**config.mk**
```make
export PLATFORM = sky130hd
export DESIGN_NAME = mdio_mgmt
export DESIGN_NICKNAME = d
export VERILOG_FILES = /design/src/rtl/mdio_mgmt_pkg.sv /design/src/rtl/mdio_mgmt_clkgen.sv /design/src/rtl/mdio_mgmt_shifter.sv /design/src/rtl/mdio_mgmt_regs.sv /design/src/rtl/mdio_mgmt.sv
export SDC_FILE = /design/constraint.sdc
export NUM_CORES = 1
export LEC_CHECK = 0
export BUFFER_PORTS_ARGS = -buffer_cell sky130_fd_sc_hd__buf_2
export CAP_MARGIN = 20
export CORE_UTILIZATION = 40
export CTS_CLUSTER_DIAMETER = 40
export DETAILED_ROUTE_END_ITERATION = 10
export HOLD_SLACK_MARGIN = 0.02
export PLACE_DENSITY = 0.56
export SLEW_MARGIN = 10
export SYNTH_ARGS = -nofsm -noshare
export SYNTH_HDL_FRONTEND = slang
export SYNTH_SLANG_ARGS = --single-unit
export TNS_END_PERCENT = 20
```
**constraint.sdc**
```tcl
create_clock -name clk -period 4.05 [get_ports clk]
set_clock_uncertainty 0.2 [all_clocks]
set_input_delay 0.81 -clock clk [delete_from_list [all_inputs] [get_ports clk]]
set_output_delay 0.81 -clock clk [all_outputs]
set_load 0.05 [all_outputs]
```
**src/rtl/mdio_mgmt_pkg.sv**
```systemverilog
package mdio_mgmt_pkg;
  localparam int PRE_LEN   = 32;
  localparam int PHY_W     = 5;
  localparam int REGN_W    = 5;
  localparam int DATA_W    = 16;
  localparam int FRAME_LEN = PRE_LEN + 2 + 2 + PHY_W + REGN_W + 2 + DATA_W;
  localparam int RX_FIRST  = FRAME_LEN - DATA_W;
  localparam int TA_FIRST  = RX_FIRST - 2;
  localparam int IDX_W     = $clog2(FRAME_LEN);

  localparam logic [7:0] OFS_CFG  = 8'h20;
  localparam logic [7:0] OFS_CMD  = 8'h24;
  localparam logic [7:0] OFS_ADR  = 8'h28;
  localparam logic [7:0] OFS_WDAT = 8'h2c;
  localparam logic [7:0] OFS_STAT = 8'h30;
  localparam logic [7:0] OFS_IND  = 8'h34;

  typedef logic [FRAME_LEN-1:0] frame_t;

  // Half period of MDC in system clocks for a divider code.
  function automatic int unsigned mdc_half(input logic [7:0] code);
    return int'(code) + 1;
  endfunction

  // Frame image, bit FRAME_LEN-1 goes out first.
  function automatic frame_t build_frame(input logic is_rd,
                                         input logic [PHY_W-1:0] phy,
                                         input logic [REGN_W-1:0] rn,
                                         input logic [DATA_W-1:0] d);
    logic [1:0] op, ta;
    logic [DATA_W-1:0] pay;
    op  = is_rd ? 2'b10 : 2'b01;
    ta  = is_rd ? 2'b11 : 2'b10;
    pay = is_rd ? '1 : d;
    return {{PRE_LEN{1'b1}}, 2'b01, op, phy, rn, ta, pay};
  endfunction
endpackage

```
**src/rtl/mdio_mgmt_clkgen.sv**
```systemverilog
module mdio_mgmt_clkgen #(
  parameter int DIV_W = 4
) (
  input  logic             clk,
  input  logic             rst_n,
  input  logic             clr,
  input  logic             load,
  input  logic [DIV_W-1:0] code,
  input  logic             run,
  output logic             mdc,
  output logic             rise_evt,
  output logic             fall_evt
);
  import mdio_mgmt_pkg::*;

  logic [DIV_W-1:0] half_m1_q;
  logic [DIV_W-1:0] cnt_q;
  logic             mdc_q;
  logic             wrap;

  assign wrap     = run && (cnt_q == half_m1_q);
  assign rise_evt = wrap && !mdc_q;
  assign fall_evt = wrap && mdc_q;
  assign mdc      = mdc_q;

  always_ff @(posedge clk or negedge rst_n) begin
    if (!rst_n) begin
      half_m1_q <= '0;
      cnt_q     <= '0;
      mdc_q     <= 1'b0;
    end else if (clr || load) begin
      cnt_q <= '0;
      mdc_q <= 1'b0;
      if (load) half_m1_q <= DIV_W'(mdc_half(8'(code)) - 1);
    end else if (run) begin
      if (wrap) begin
        cnt_q <= '0;
        mdc_q <= ~mdc_q;
      end else begin
        cnt_q <= cnt_q + 1'b1;
      end
    end else begin
      cnt_q <= '0;
      mdc_q <= 1'b0;
    end
  end
endmodule

```
**src/rtl/mdio_mgmt_shifter.sv**
```systemverilog
module mdio_mgmt_shifter (
  input  logic                         clk,
  input  logic                         rst_n,
  input  logic                         start,
  input  logic                         start_rd,
  input  mdio_mgmt_pkg::frame_t        frame_in,
  input  logic                         abort,
  input  logic                         rise_evt,
  input  logic                         fall_evt,
  input  logic                         mdio_i,
  output logic                         busy,
  output logic                         done,
  output logic                         rd_done,
  output logic [mdio_mgmt_pkg::DATA_W-1:0] rx_data,
  output logic                         mdio_o,
  output logic                         mdio_oe
);
  import mdio_mgmt_pkg::*;

  frame_t            frame_q;
  logic [IDX_W-1:0]  bit_idx;
  logic              busy_q;
  logic              is_rd_q;
  logic [DATA_W-1:0] rx_q;
  logic              last_bit;
  logic              in_rx;

  assign last_bit = (bit_idx == IDX_W'(FRAME_LEN - 1));
  assign in_rx    = is_rd_q && (bit_idx >= IDX_W'(RX_FIRST));
  assign done     = fall_evt && last_bit;
  assign rd_done  = done && is_rd_q;
  assign busy     = busy_q;
  assign rx_data  = rx_q;
  assign mdio_o   = frame_q[FRAME_LEN-1];
  assign mdio_oe  = busy_q && !(is_rd_q && bit_idx >= IDX_W'(TA_FIRST));

  always_ff @(posedge clk or negedge rst_n) begin
    if (!rst_n) begin
      frame_q <= '0;
      bit_idx <= '0;
      busy_q  <= 1'b0;
      is_rd_q <= 1'b0;
      rx_q    <= '0;
    end else if (abort) begin
      busy_q  <= 1'b0;
      bit_idx <= '0;
    end else if (start) begin
      frame_q <= frame_in;
      bit_idx <= '0;
      busy_q  <= 1'b1;
      is_rd_q <= start_rd;
      rx_q    <= '0;
    end else if (busy_q) begin
      if (rise_evt && in_rx) rx_q <= {rx_q[DATA_W-2:0], mdio_i};
      if (fall_evt) begin
        if (last_bit) begin
          busy_q <= 1'b0;
        end else begin
          bit_idx <= bit_idx + 1'b1;
          frame_q <= frame_q << 1;
        end
      end
    end
  end


  start_bits_chk: assert property (@(posedge clk) disable iff (!rst_n)
    (busy_q && bit_idx == IDX_W'(PRE_LEN)) |-> !mdio_o);
endmodule

```
**src/rtl/mdio_mgmt_regs.sv**
```systemverilog
module mdio_mgmt_regs #(
  parameter int ADDR_W    = 8,
  parameter int DIV_W     = 4,
  parameter int DIV_RESET = 4
) (
  input  logic                                 clk,
  input  logic                                 rst_n,
  input  logic                                 reg_wr,
  input  logic [ADDR_W-1:0]                    reg_addr,
  input  logic [31:0]                          reg_wdata,
  output logic [31:0]                          reg_rdata,
  input  logic                                 busy,
  input  logic                                 rd_done,
  input  logic [mdio_mgmt_pkg::DATA_W-1:0]     rx_data,
  output logic                                 start,
  output logic                                 start_rd,
  output logic                                 soft_rst,
  output mdio_mgmt_pkg::frame_t                frame,
  output logic [DIV_W-1:0]                     div_code
);
  import mdio_mgmt_pkg::*;

  logic              cmd_q;
  logic [PHY_W-1:0]  phy_q;
  logic [REGN_W-1:0] rn_q;
  logic [DATA_W-1:0] wdat_q;
  logic [DATA_W-1:0] stat_q;
  logic              inv_q;
  logic [DIV_W-1:0]  code_q;
  logic wr_cfg, wr_cmd, wr_adr, wr_wdat, rd_go, wr_go;

  assign wr_cfg  = reg_wr && (reg_addr == ADDR_W'(OFS_CFG));
  assign wr_cmd  = reg_wr && (reg_addr == ADDR_W'(OFS_CMD));
  assign wr_adr  = reg_wr && (reg_addr == ADDR_W'(OFS_ADR));
  assign wr_wdat = reg_wr && (reg_addr == ADDR_W'(OFS_WDAT));

  assign soft_rst = wr_cfg && reg_wdata[31];
  assign rd_go    = wr_cmd && reg_wdata[0] && !cmd_q && !busy;
  assign wr_go    = wr_wdat && !busy;
  assign start    = rd_go || wr_go;
  assign start_rd = rd_go;
  assign div_code = code_q;
  assign frame    = build_frame(rd_go, phy_q, rn_q, reg_wdata[DATA_W-1:0]);

  always_ff @(posedge clk or negedge rst_n) begin
    if (!rst_n) begin
      cmd_q  <= 1'b0;
      phy_q  <= '0;
      rn_q   <= '0;
      wdat_q <= '0;
      stat_q <= '0;
      inv_q  <= 1'b1;
      code_q <= DIV_W'(DIV_RESET);
    end else begin
      if (wr_cfg) code_q <= reg_wdata[DIV_W-1:0];
      if (soft_rst)    cmd_q <= 1'b0;
      else if (wr_cmd) cmd_q <= reg_wdata[0];
      if (wr_adr) begin
        phy_q <= reg_wdata[8 +: PHY_W];
        rn_q  <= reg_wdata[REGN_W-1:0];
      end
      if (wr_go) wdat_q <= reg_wdata[DATA_W-1:0];
      if (rd_done) stat_q <= rx_data;
      if (soft_rst || rd_go) inv_q <= 1'b1;
      else if (rd_done)      inv_q <= 1'b0;
    end
  end

  always_comb begin
    reg_rdata = '0;
    case (reg_addr)
      ADDR_W'(OFS_CFG):  reg_rdata[DIV_W-1:0] = code_q;
      ADDR_W'(OFS_CMD):  reg_rdata[0] = cmd_q;
      ADDR_W'(OFS_ADR):  reg_rdata = {19'd0, phy_q, 3'd0, rn_q};
      ADDR_W'(OFS_WDAT): reg_rdata[DATA_W-1:0] = wdat_q;
      ADDR_W'(OFS_STAT): reg_rdata[DATA_W-1:0] = stat_q;
      ADDR_W'(OFS_IND):  reg_rdata = {29'd0, inv_q, 1'b0, busy};
      default:           reg_rdata = '0;
    endcase
  end


  inv_set_chk: assert property (@(posedge clk) disable iff (!rst_n)
    rd_go |=> (inv_q && busy));
endmodule

```
**src/rtl/mdio_mgmt.sv**
```systemverilog
module mdio_mgmt #(
  parameter int ADDR_W    = 8,
  parameter int DIV_W     = 4,
  parameter int DIV_RESET = 4
) (
  input  logic              clk,
  input  logic              rst_n,
  input  logic              reg_wr,
  input  logic [ADDR_W-1:0] reg_addr,
  input  logic [31:0]       reg_wdata,
  output logic [31:0]       reg_rdata,
  output logic              mdc,
  output logic              mdio_o,
  output logic              mdio_oe,
  input  logic              mdio_i
);
  import mdio_mgmt_pkg::*;

  logic              start, start_rd, soft_rst;
  logic              busy, done, rd_done;
  logic              rise_evt, fall_evt;
  logic [DIV_W-1:0]  div_code;
  logic [DATA_W-1:0] rx_data;
  frame_t            frame;

  mdio_mgmt_regs #(.ADDR_W(ADDR_W), .DIV_W(DIV_W), .DIV_RESET(DIV_RESET)) u_regs (
    .clk(clk), .rst_n(rst_n), .reg_wr(reg_wr), .reg_addr(reg_addr),
    .reg_wdata(reg_wdata), .reg_rdata(reg_rdata), .busy(busy),
    .rd_done(rd_done), .rx_data(rx_data), .start(start), .start_rd(start_rd),
    .soft_rst(soft_rst), .frame(frame), .div_code(div_code)
  );

  mdio_mgmt_clkgen #(.DIV_W(DIV_W)) u_clk (
    .clk(clk), .rst_n(rst_n), .clr(soft_rst), .load(start), .code(div_code),
    .run(busy), .mdc(mdc), .rise_evt(rise_evt), .fall_evt(fall_evt)
  );

  mdio_mgmt_shifter u_shift (
    .clk(clk), .rst_n(rst_n), .start(start), .start_rd(start_rd),
    .frame_in(frame), .abort(soft_rst), .rise_evt(rise_evt),
    .fall_evt(fall_evt), .mdio_i(mdio_i), .busy(busy), .done(done),
    .rd_done(rd_done), .rx_data(rx_data), .mdio_o(mdio_o), .mdio_oe(mdio_oe)
  );


  mdc_idle_chk: assert property (@(posedge clk) disable iff (!rst_n)
    !busy |-> !mdc);


  abort_chk: assert property (@(posedge clk) disable iff (!rst_n)
    soft_rst |=> (!busy && !mdc && !mdio_oe));


  launch_chk: assert property (@(posedge clk) disable iff (!rst_n)
    start |=> (busy && !mdc));


  busy_end_chk: assert property (@(posedge clk) disable iff (!rst_n)
    done |-> (fall_evt && busy && mdc));


  rx_release_chk: assert property (@(posedge clk) disable iff (!rst_n)
    (rd_done) |-> !mdio_oe);
endmodule

```
==> results of run 1 <==
## per-layer routing
metal,wire (um),global-route usage (%)
met5,0,0
met2,6330,28.5
met3,596,4.22
met4,161,5.81
met1,6390,25.4
## where the power goes
part | switching, mW | internal, mW | total, mW
logic | 0.132 | 0.0674 | 0.200
clock network | 0.593 | 1.15 | 1.74
registers | 0.0372 | 1.49 | 1.53
## worst max path at each step
stage | cells past startpoint | to | slack [ns] | start
after floorplan | 3 | reg_rdata[0] | 0.38 | reg_addr[3]
after global placement | 5 | reg_rdata[2] | 0.56 | reg_addr[3]
after detailed placement | 5 | reg_rdata[2] | 0.57 | reg_addr[3]
after CTS | 5 | reg_rdata[2] | 0.54 | reg_addr[3]
after global routing | 5 | reg_rdata[2] | 0.51 | reg_addr[3]
final | 5 | reg_rdata[2] | 0.57 | reg_addr[3]
## synth_stat cells, types with 11 or more instances
master,n
nor2_1,21
mux2_2,46
dfrtp_1,143
xnor2_1,11
nand2_1,73
o21ai_0,25
clkbuf_1,21
buf_4,19
mux2i_1,12
a22oi_1,19
inv_1,14
o2bb2ai_1,17
o22a_1,34
## registers in the layout (all words and copies together), names as in the netlist
name and cells:
u_shift.bit_idx 6, u_clk.mdc 1, u_shift.is_rd_q 1, u_shift.rx_data 16
u_regs.inv_q 1, u_clk.cnt_q 4, u_regs.div_code 4, u_regs.cmd_q 1
u_regs.stat_q 16, u_regs.rn_q 5, u_clk.half_m1_q 4, u_shift.busy 1
u_regs.wdat_q 16, u_regs.phy_q 5, u_shift.frame_q 64
## final cells by class
cell class	instances	area (um2)
Sequential cell	145	3630
Clock buffer	20	467
Tap cell	211	264
Multi-Input combinational cell	351	2470
Antenna cell	1	2.50
Timing Repair Buffer	60	364
Inverter	14	52.6
Clock inverter	12	204
Fill cell	1415	7910
## stage by stage
stage	cell area, um2	instances	util (%)	worst slack [ns]	total power, mW
floorplan	6410	557	-	0.377	1.68
global placement	6790	781	44.1	0.560	1.75
detailed placement	6790	781	44.1	0.567	1.76
CTS	7460	813	48.5	0.540	3.51
global route	7460	813	48.5	0.514	3.60
finish	7460	814	48.5	0.566	3.47
## kinds of logic after synthesis
kind of cell,count (synthesis)
multiplexers,58
adder cells (fa/ha/maj),3
XOR/XNOR,12
AO/OA/AOI/OAI,136
buffers and inverters,61
other,1
flip-flops,145
AND/OR/NAND/NOR,126
==> results.cfg, run 1 <==
[run_status]
status = complete, no violations

[setup_path]
path_buf_inv = 2
required_ns = 3.04
path_max_fanout = 11
worst_path_max_delay_cell = or4_1
worstPathArrival_ns = 2.47
timing.rr.end = u_regs.stat_q[3]
cp_slowest_stage_delay_ns = 0.55
worstSetupStartpointType = input port
rrSetupSlack_ns = 1.29
critPathKind = in -> out
path_delay_family = compound AO/OA/AOI/OAI gates
crit_path_frequent_cell = buf_2
cp-end-kind = output pin
worstReg2RegStart = u_clk.cnt_q[2]
worstRegToRegCells = 5
cp_cell_sequence = buf_2 -> or4_1 -> o41ai_1 -> a221o_1 -> buf_2

[grt]
antenna_found_initial = 1
grt_usage_pct = 18.3
grt_pass1_wl_um = 23200
grt_overflow = 0
grt_max_degree = 89
grt_pass1_vias = 4500

[timing]
rsz0062_at_grt = false
min_period_ns = 3.48
setup_viol = 0
holdWs_ns = 0.263
tns_ns = 0
relSlewSlack_pct = 40.2
worstMarginPinSlew_ns = 0.897
max_freq_ghz = 0.287
hold_viol = 0
period_share_pct = 86.0
drv_slew = 0

[clock_tree]
hold_buffers = 0
clk_pin_slew_worst_paths_ns = 0.06
cts_sinks = 145
cts_resized = 0
cts_root_buffer = clkbuf_16
cts_setup_buffers = 0
cts_buffer_depth = 2
clk_latency_ns = 0.41
cts_made_buffers = 17
cts-htree-levels = 4
cts_tree = done

[final_layout]
fin_nets = 636
final_cell_mix = 143 x dfrtp_1, 73 x nand2_1, 46 x mux2_2, 46 x buf_2, 34 x o22a_1
mostFrequentLayoutCell = dfrtp_1
drive_gt1_share_pct = 24.9
syn2layout_area_growth_pct = 17.4

[synth]
synth_top_area_share_pct = 56.3
synthArstFlopShare_pct = 100
synth_area_per_cell_um2 = 11.7
yosys.area.top_type = dfrtp_1
synthFlopType = dfrtp_1
synth_top_family_by_area = compound AO/OA/AOI/OAI gates
synth_xor_area_share_pct = 1.65
ys_top_cells_by_area = dfrtp_1 56%, mux2_2 8.2%, o22a_1 4.7%, nand2_1 4.3%, o2bb2ai_1 2.3%
synth_edf_count = 0
synth-compound-area-share_pct = 16.6
seq_area_frac_synth_pct = 57.2
synthSimpleGateAreaFrac_pct = 8.94
ys_warn_count = 0
synth.distinct_cells = 48
synth_seq_cells = 145
synthCells = 542
synthMuxAreaShare_pct = 10.0
synth-adder-area-share_pct = 0.591
syn_area_um2 = 6350

[drt]
post_drt_wl_per_cell_um = 16.6
ant_nets = 0
firstDrtPassIters = 4
initialDrtViolationCount = 294
drc = 0
viasPerCell = 5.34
routed_wirelength_um = 13500
vias = 4348

[placement]
dp_hpwl_um = 9080
gp_congestion = 0.864
portBuffers = 47

[die]
initial_core_util_pct = 41.3
dieArea_um2 = 16400
chipWidth_um = 128
ioPinCount = 79
die_h_um = 128
core_um2 = 15400
std_cell_rows = 45

[power_and_ir_drop]
power.density_nw_per_um2 = 465
p_leak_nw = 3.25
vdd_drop_max_v = 0.000282

[hold_path]
hp-class = in -> async

[job]
drv_cap = 0
No activity file was read; power rests on OpenSTA's default activity.
==> run 2, diff against run 1 <==
PLACE_DENSITY = default   (was 0.56)
==> run 2 against run 1 <==
Compared with the run above:
- utilization decreased by 0.43 points
- non-clock buffer count grew 1
- worst setup slack gained 0.039 ns
- total power shrank 4.0%
- clock power down 8%
- wire length grew 0.39%
- hold slack lost 0.0086 ns
- global-route usage fell by 0.15 points
- clock-buffer cell count stayed put
- critical path type unchanged
==> results.cfg, run 2 (same netlist as run 1, synthesis figures left out) <==
[drt]
ant_nets = 0
routed_wirelength_um = 13500
firstDrtPassIters = 4
drc = 0
vias = 4324
post_drt_wl_per_cell_um = 16.6
initialDrtViolationCount = 299
viasPerCell = 5.31

[grt]
grt_max_degree = 89
grt_overflow = 0
met2_usage_pct = 28.4
grt.met3_usage_pct = 4.34
grt_pass1_wl_um = 22900
antenna_found_initial = 0
grt-busiest-layer = met2
grt_usage_pct = 18.1
met1_usage_pct = 24.4
grt_pass1_vias = 4516

[clock_tree]
cts_buffer_depth = 2
cts_tree = done
cts_made_buffers = 17
clk_latency_ns = 0.42
cts_setup_buffers = 0
cts-htree-levels = 4
clk_pin_slew_worst_paths_ns = 0.06
cts_root_buffer = clkbuf_16
cts_sinks = 145
hold_buffers = 0
cts_resized = 0

[setup_path]
cp-end-kind = output pin
cp_cell_sequence = buf_2 -> or4_1 -> o41ai_1 -> a221o_1 -> buf_2
crit_path_start = reg_addr[3]
worstRegToRegCells = 5
worstPathArrival_ns = 2.43
worstSetupStartpointType = input port
critPathKind = in -> out
path_delay_family = compound AO/OA/AOI/OAI gates
path_buf_inv = 2
path_max_fanout = 11
worstReg2RegStart = u_clk.cnt_q[2]
crit_path_frequent_cell = buf_2
required_ns = 3.04
cp.depth = 5
worst_path_max_delay_cell = or4_1
cp_slowest_stage_delay_ns = 0.59

[run_status]
status = complete, no violations

[timing]
period_share_pct = 85.1
max_freq_ghz = 0.290
worstMarginPinSlew_ns = 0.888
rsz0062_at_grt = false
setup_viol = 0
drv_slew = 0
min_period_ns = 3.44
relSlewSlack_pct = 40.8
tns_ns = 0
hold_viol = 0

[power_and_ir_drop]
p_total_mw = 3.33
vdd_drop_max_v = 0.000298
power.density_nw_per_um2 = 450
p_leak_nw = 3.23

[die]
ioPinCount = 79
die_h_um = 128
initial_core_util_pct = 41.3
chipWidth_um = 128
core_um2 = 15400
std_cell_rows = 45
dieArea_um2 = 16400

[hold_path]
hp-class = in -> async

[final_layout]
nFillCells = 1400
num_antenna_cells = 0
largest-register = u_shift.frame_q
mostFrequentLayoutCell = dfrtp_1
syn2layout_area_growth_pct = 16.4
fin_nets = 637
final_cell_mix = 143 x dfrtp_1, 73 x nand2_1, 46 x mux2_2, 46 x buf_2, 34 x o22a_1
drive_gt1_share_pct = 24.9
largest_reg_flops = 64

[placement]
gp_congestion = 0.814
portBuffers = 47
dp_hpwl_um = 9060

[job]
drv_cap = 0
==> run 2: cell count changes in the layout (fill, tap and decap cells not counted), sizes merged <==
| cell | before | now |
|---|---|---|
| buf | 60 | 61 |
| bufinv | 5 | 3 |
| clkinv | 3 | 4 |
| clkinvlp | 3 | 2 |
| diode | 1 | 0 |
| inv | 15 | 17 |
==> run 2: worst paths after layout <==
| path | slack, ns | endpoint |
|---|---|---|
| worst max-delay path | 0.61 | reg_rdata[2] |
| worst min-delay path | 0.25 | u_shift.frame_q[10] |
| worst max register to register | 1.33 | u_regs.stat_q[14] |
| worst min register to register | 0.29 | u_shift.frame_q[37] |
| max in group asynchronous | 2.45 | u_regs.inv_q |
| min in group clk | 0.29 | u_shift.frame_q[37] |
==> run 2: layout make-up <==
cell class              instances  area [um2]  share of cell area (%)
clock buffers                  20         457                    6.18
well taps                     211         264                    3.57
repair buffers                 61         359                    4.86
flip-flops and latches        145        3630                    49.1
inverters                      14        52.6                   0.711
clock inverters                12         155                    2.10
multi-input cells             351        2470                    33.5
==> run 2: where the power goes <==
group	internal [mW]	switching, mW	total [mW]
combinational	0.0662	0.132	0.199
clock	1.00	0.595	1.60
sequential	1.49	0.0380	1.53
==> run 2: layer usage <==
metal | up-vias | part of all wire, %
li1 | 2032 | -
met1 | 2156 | 47
met2 | 119 | 47
met3 | 17 | 4.6
met4 | 0 | 1.6
met5 | - | 0
==> run 2: through the flow <==
step	area (um2)	cells	worst slack, ns	utilization, %	hold WS [ns]
after floorplan	6410	557	0.377	-	0.255
after global placement	6780	782	0.598	44.1	0.270
after detailed placement	6780	782	0.602	44.1	0.274
after CTS	7390	814	0.595	48.1	0.288
after global routing	7390	814	0.490	48.1	0.301
final	7390	814	0.605	48.1	0.255
==> run 3, diff against run 2 <==
CTS_BUF_LIST = sky130_fd_sc_hd__clkbuf_8   (was default)
==> run 3 against run 2 <==
Compared with the run above:
- die area unchanged
- first-iteration DRC count is 12% lower
- sequential share of layout area rose by 1.3 points
- worst setup slack worse by 0.021 ns
- critical path depth unchanged
- maximum frequency down 0.60%
- via count increased by 0.69%
- final area down 2.6%
- wire length increased by 0.46%
- clock power shrank 26%
- critical endpoint unchanged
==> results.cfg, run 3 (same netlist as run 1, synthesis figures left out) <==
[run_status]
status = complete, no violations

[final_layout]
mostFrequentLayoutCell = dfrtp_1
num_antenna_cells = 0
syn2layout_area_growth_pct = 13.4
largest_reg_flops = 64
final_cell_mix = 143 x dfrtp_1, 73 x nand2_1, 46 x mux2_2, 46 x buf_2, 34 x o22a_1
stdcell_count = 814
largest-register = u_shift.frame_q
drive_gt1_share_pct = 24.9
fin_nets = 637
post-route-util_pct = 46.8
finish.instance_area_um2 = 7200

[power_and_ir_drop]
comb_power_share_pct = 6.8
sw_frac_of_total_pct = 24.6
clkPwrFrac_pct = 40.9
vdd_drop_max_v = 0.000212
power.switching_mw = 0.719
p_total_mw = 2.92
power_frac_seq_pct = 52.3
p_leak_nw = 3.14
power.density_nw_per_um2 = 405
p_int_mw = 2.20

[setup_path]
rrSetupSlack_ns = 1.31
worstPathArrival_ns = 2.46
critPathKind = in -> out
worstSetupStartpointType = input port
path_max_fanout = 11
worstRegToRegCells = 5
timing.rr.end = u_regs.stat_q[9]
required_ns = 3.04
cp-end-kind = output pin
worstReg2RegStart = u_clk.cnt_q[2]

[timing]
tns_ns = 0
worstMarginPinSlew_ns = 0.885
setup_viol = 0
relSlewSlack_pct = 41.0
hold_viol = 0
setup_ws_ns = 0.585
holdWs_ns = 0.235
drv_slew = 0
rsz0062_at_grt = false
period_share_pct = 85.6
max_freq_ghz = 0.289
min_period_ns = 3.47

[clock_tree]
cts-htree-levels = 4
cts_made_buffers = 17
hold_buffers = 0
cts_root_buffer = clkbuf_8
cts_setup_buffers = 0
cts_buffer_depth = 2
cts_sinks = 145
cts_resized = 0
clk_pin_slew_worst_paths_ns = 0.07
cts_tree = done
clk_latency_ns = 0.44

[placement]
dpl.cell_count = 782
dpl_cell_area_um2 = 6780
portBuffers = 47
gp_congestion = 0.814
pre_cts_ws_ns = 0.602
dp_hpwl_um = 9060

[grt]
grt_pass1_wl_um = 22800
grt_overflow = 0
antenna_found_initial = 0
grt_pass1_vias = 4473
grt_max_degree = 89
grt_usage_pct = 18.0

[drt]
drc = 0
initialDrtViolationCount = 263
firstDrtPassIters = 4
ant_nets = 0
vias = 4354
post_drt_wl_per_cell_um = 16.7
viasPerCell = 5.35
routed_wirelength_um = 13600

[die]
dieArea_um2 = 16400
die_h_um = 128
ioPinCount = 79
initial_core_util_pct = 41.3
chipWidth_um = 128
core_um2 = 15400
std_cell_rows = 45

[hold_path]
hp-class = in -> async

[job]
drv_cap = 0
==> run 3: changes by cell type in the layout (fill, tap and decap cells not counted) <==
cell	change
clkbuf_8	+17
clkbuf_16	-17
inv_1	+1
clkbuf_1	-1
==> run 3: worst max path at each step <==
stage,startpoint,end,cells past startpoint
floorplan,reg_addr[3],reg_rdata[0],3
global placement,reg_addr[3],reg_rdata[2],5
detailed placement,reg_addr[3],reg_rdata[2],5
CTS,reg_addr[3],reg_rdata[2],5
global route,reg_addr[3],reg_rdata[2],5
finish,reg_addr[3],reg_rdata[2],5
==> run 3: worst max-delay path: stages <==
cell	delay (ns)
buf_2	0.18
or4_1	0.59
o41ai_1	0.43
a221o_1	0.18
buf_2	0.26
==> run 3: per-layer routing <==
layer  share of wire [%]  vias to the layer above  global-route usage (%)
met5                   0                        -                       0
met4                 1.7                        0                    6.85
met3                 4.6                       16                    4.17
met2                  47                      129                    28.3
met1                  47                     2178                    24.4
li1                    -                     2031                       -
==> run 3: layout make-up <==
| type | instances | area, um2 |
|---|---|---|
| clock buffers | 19 | 262 |
| clock inverters | 13 | 159 |
| fillers | 1411 | 8170 |
| inverters | 14 | 52.6 |
| multi-input cells | 351 | 2470 |
| flip-flops and latches | 145 | 3630 |
| well taps | 211 | 264 |
| repair buffers | 61 | 359 |
==> run 3: power groups by stage <==
| stage | Combinational (mW) | Sequential (mW) | Clock (mW) |
|---|---|---|---|
| after CTS | 0.202 | 1.52 | 1.22 |
| after global routing | 0.223 | 1.53 | 1.28 |
| after global placement | 0.196 | 1.55 | 0 |
| final | 0.199 | 1.52 | 1.19 |
| after floorplan | 0.139 | 1.54 | 0 |
| after detailed placement | 0.202 | 1.55 | 0 |
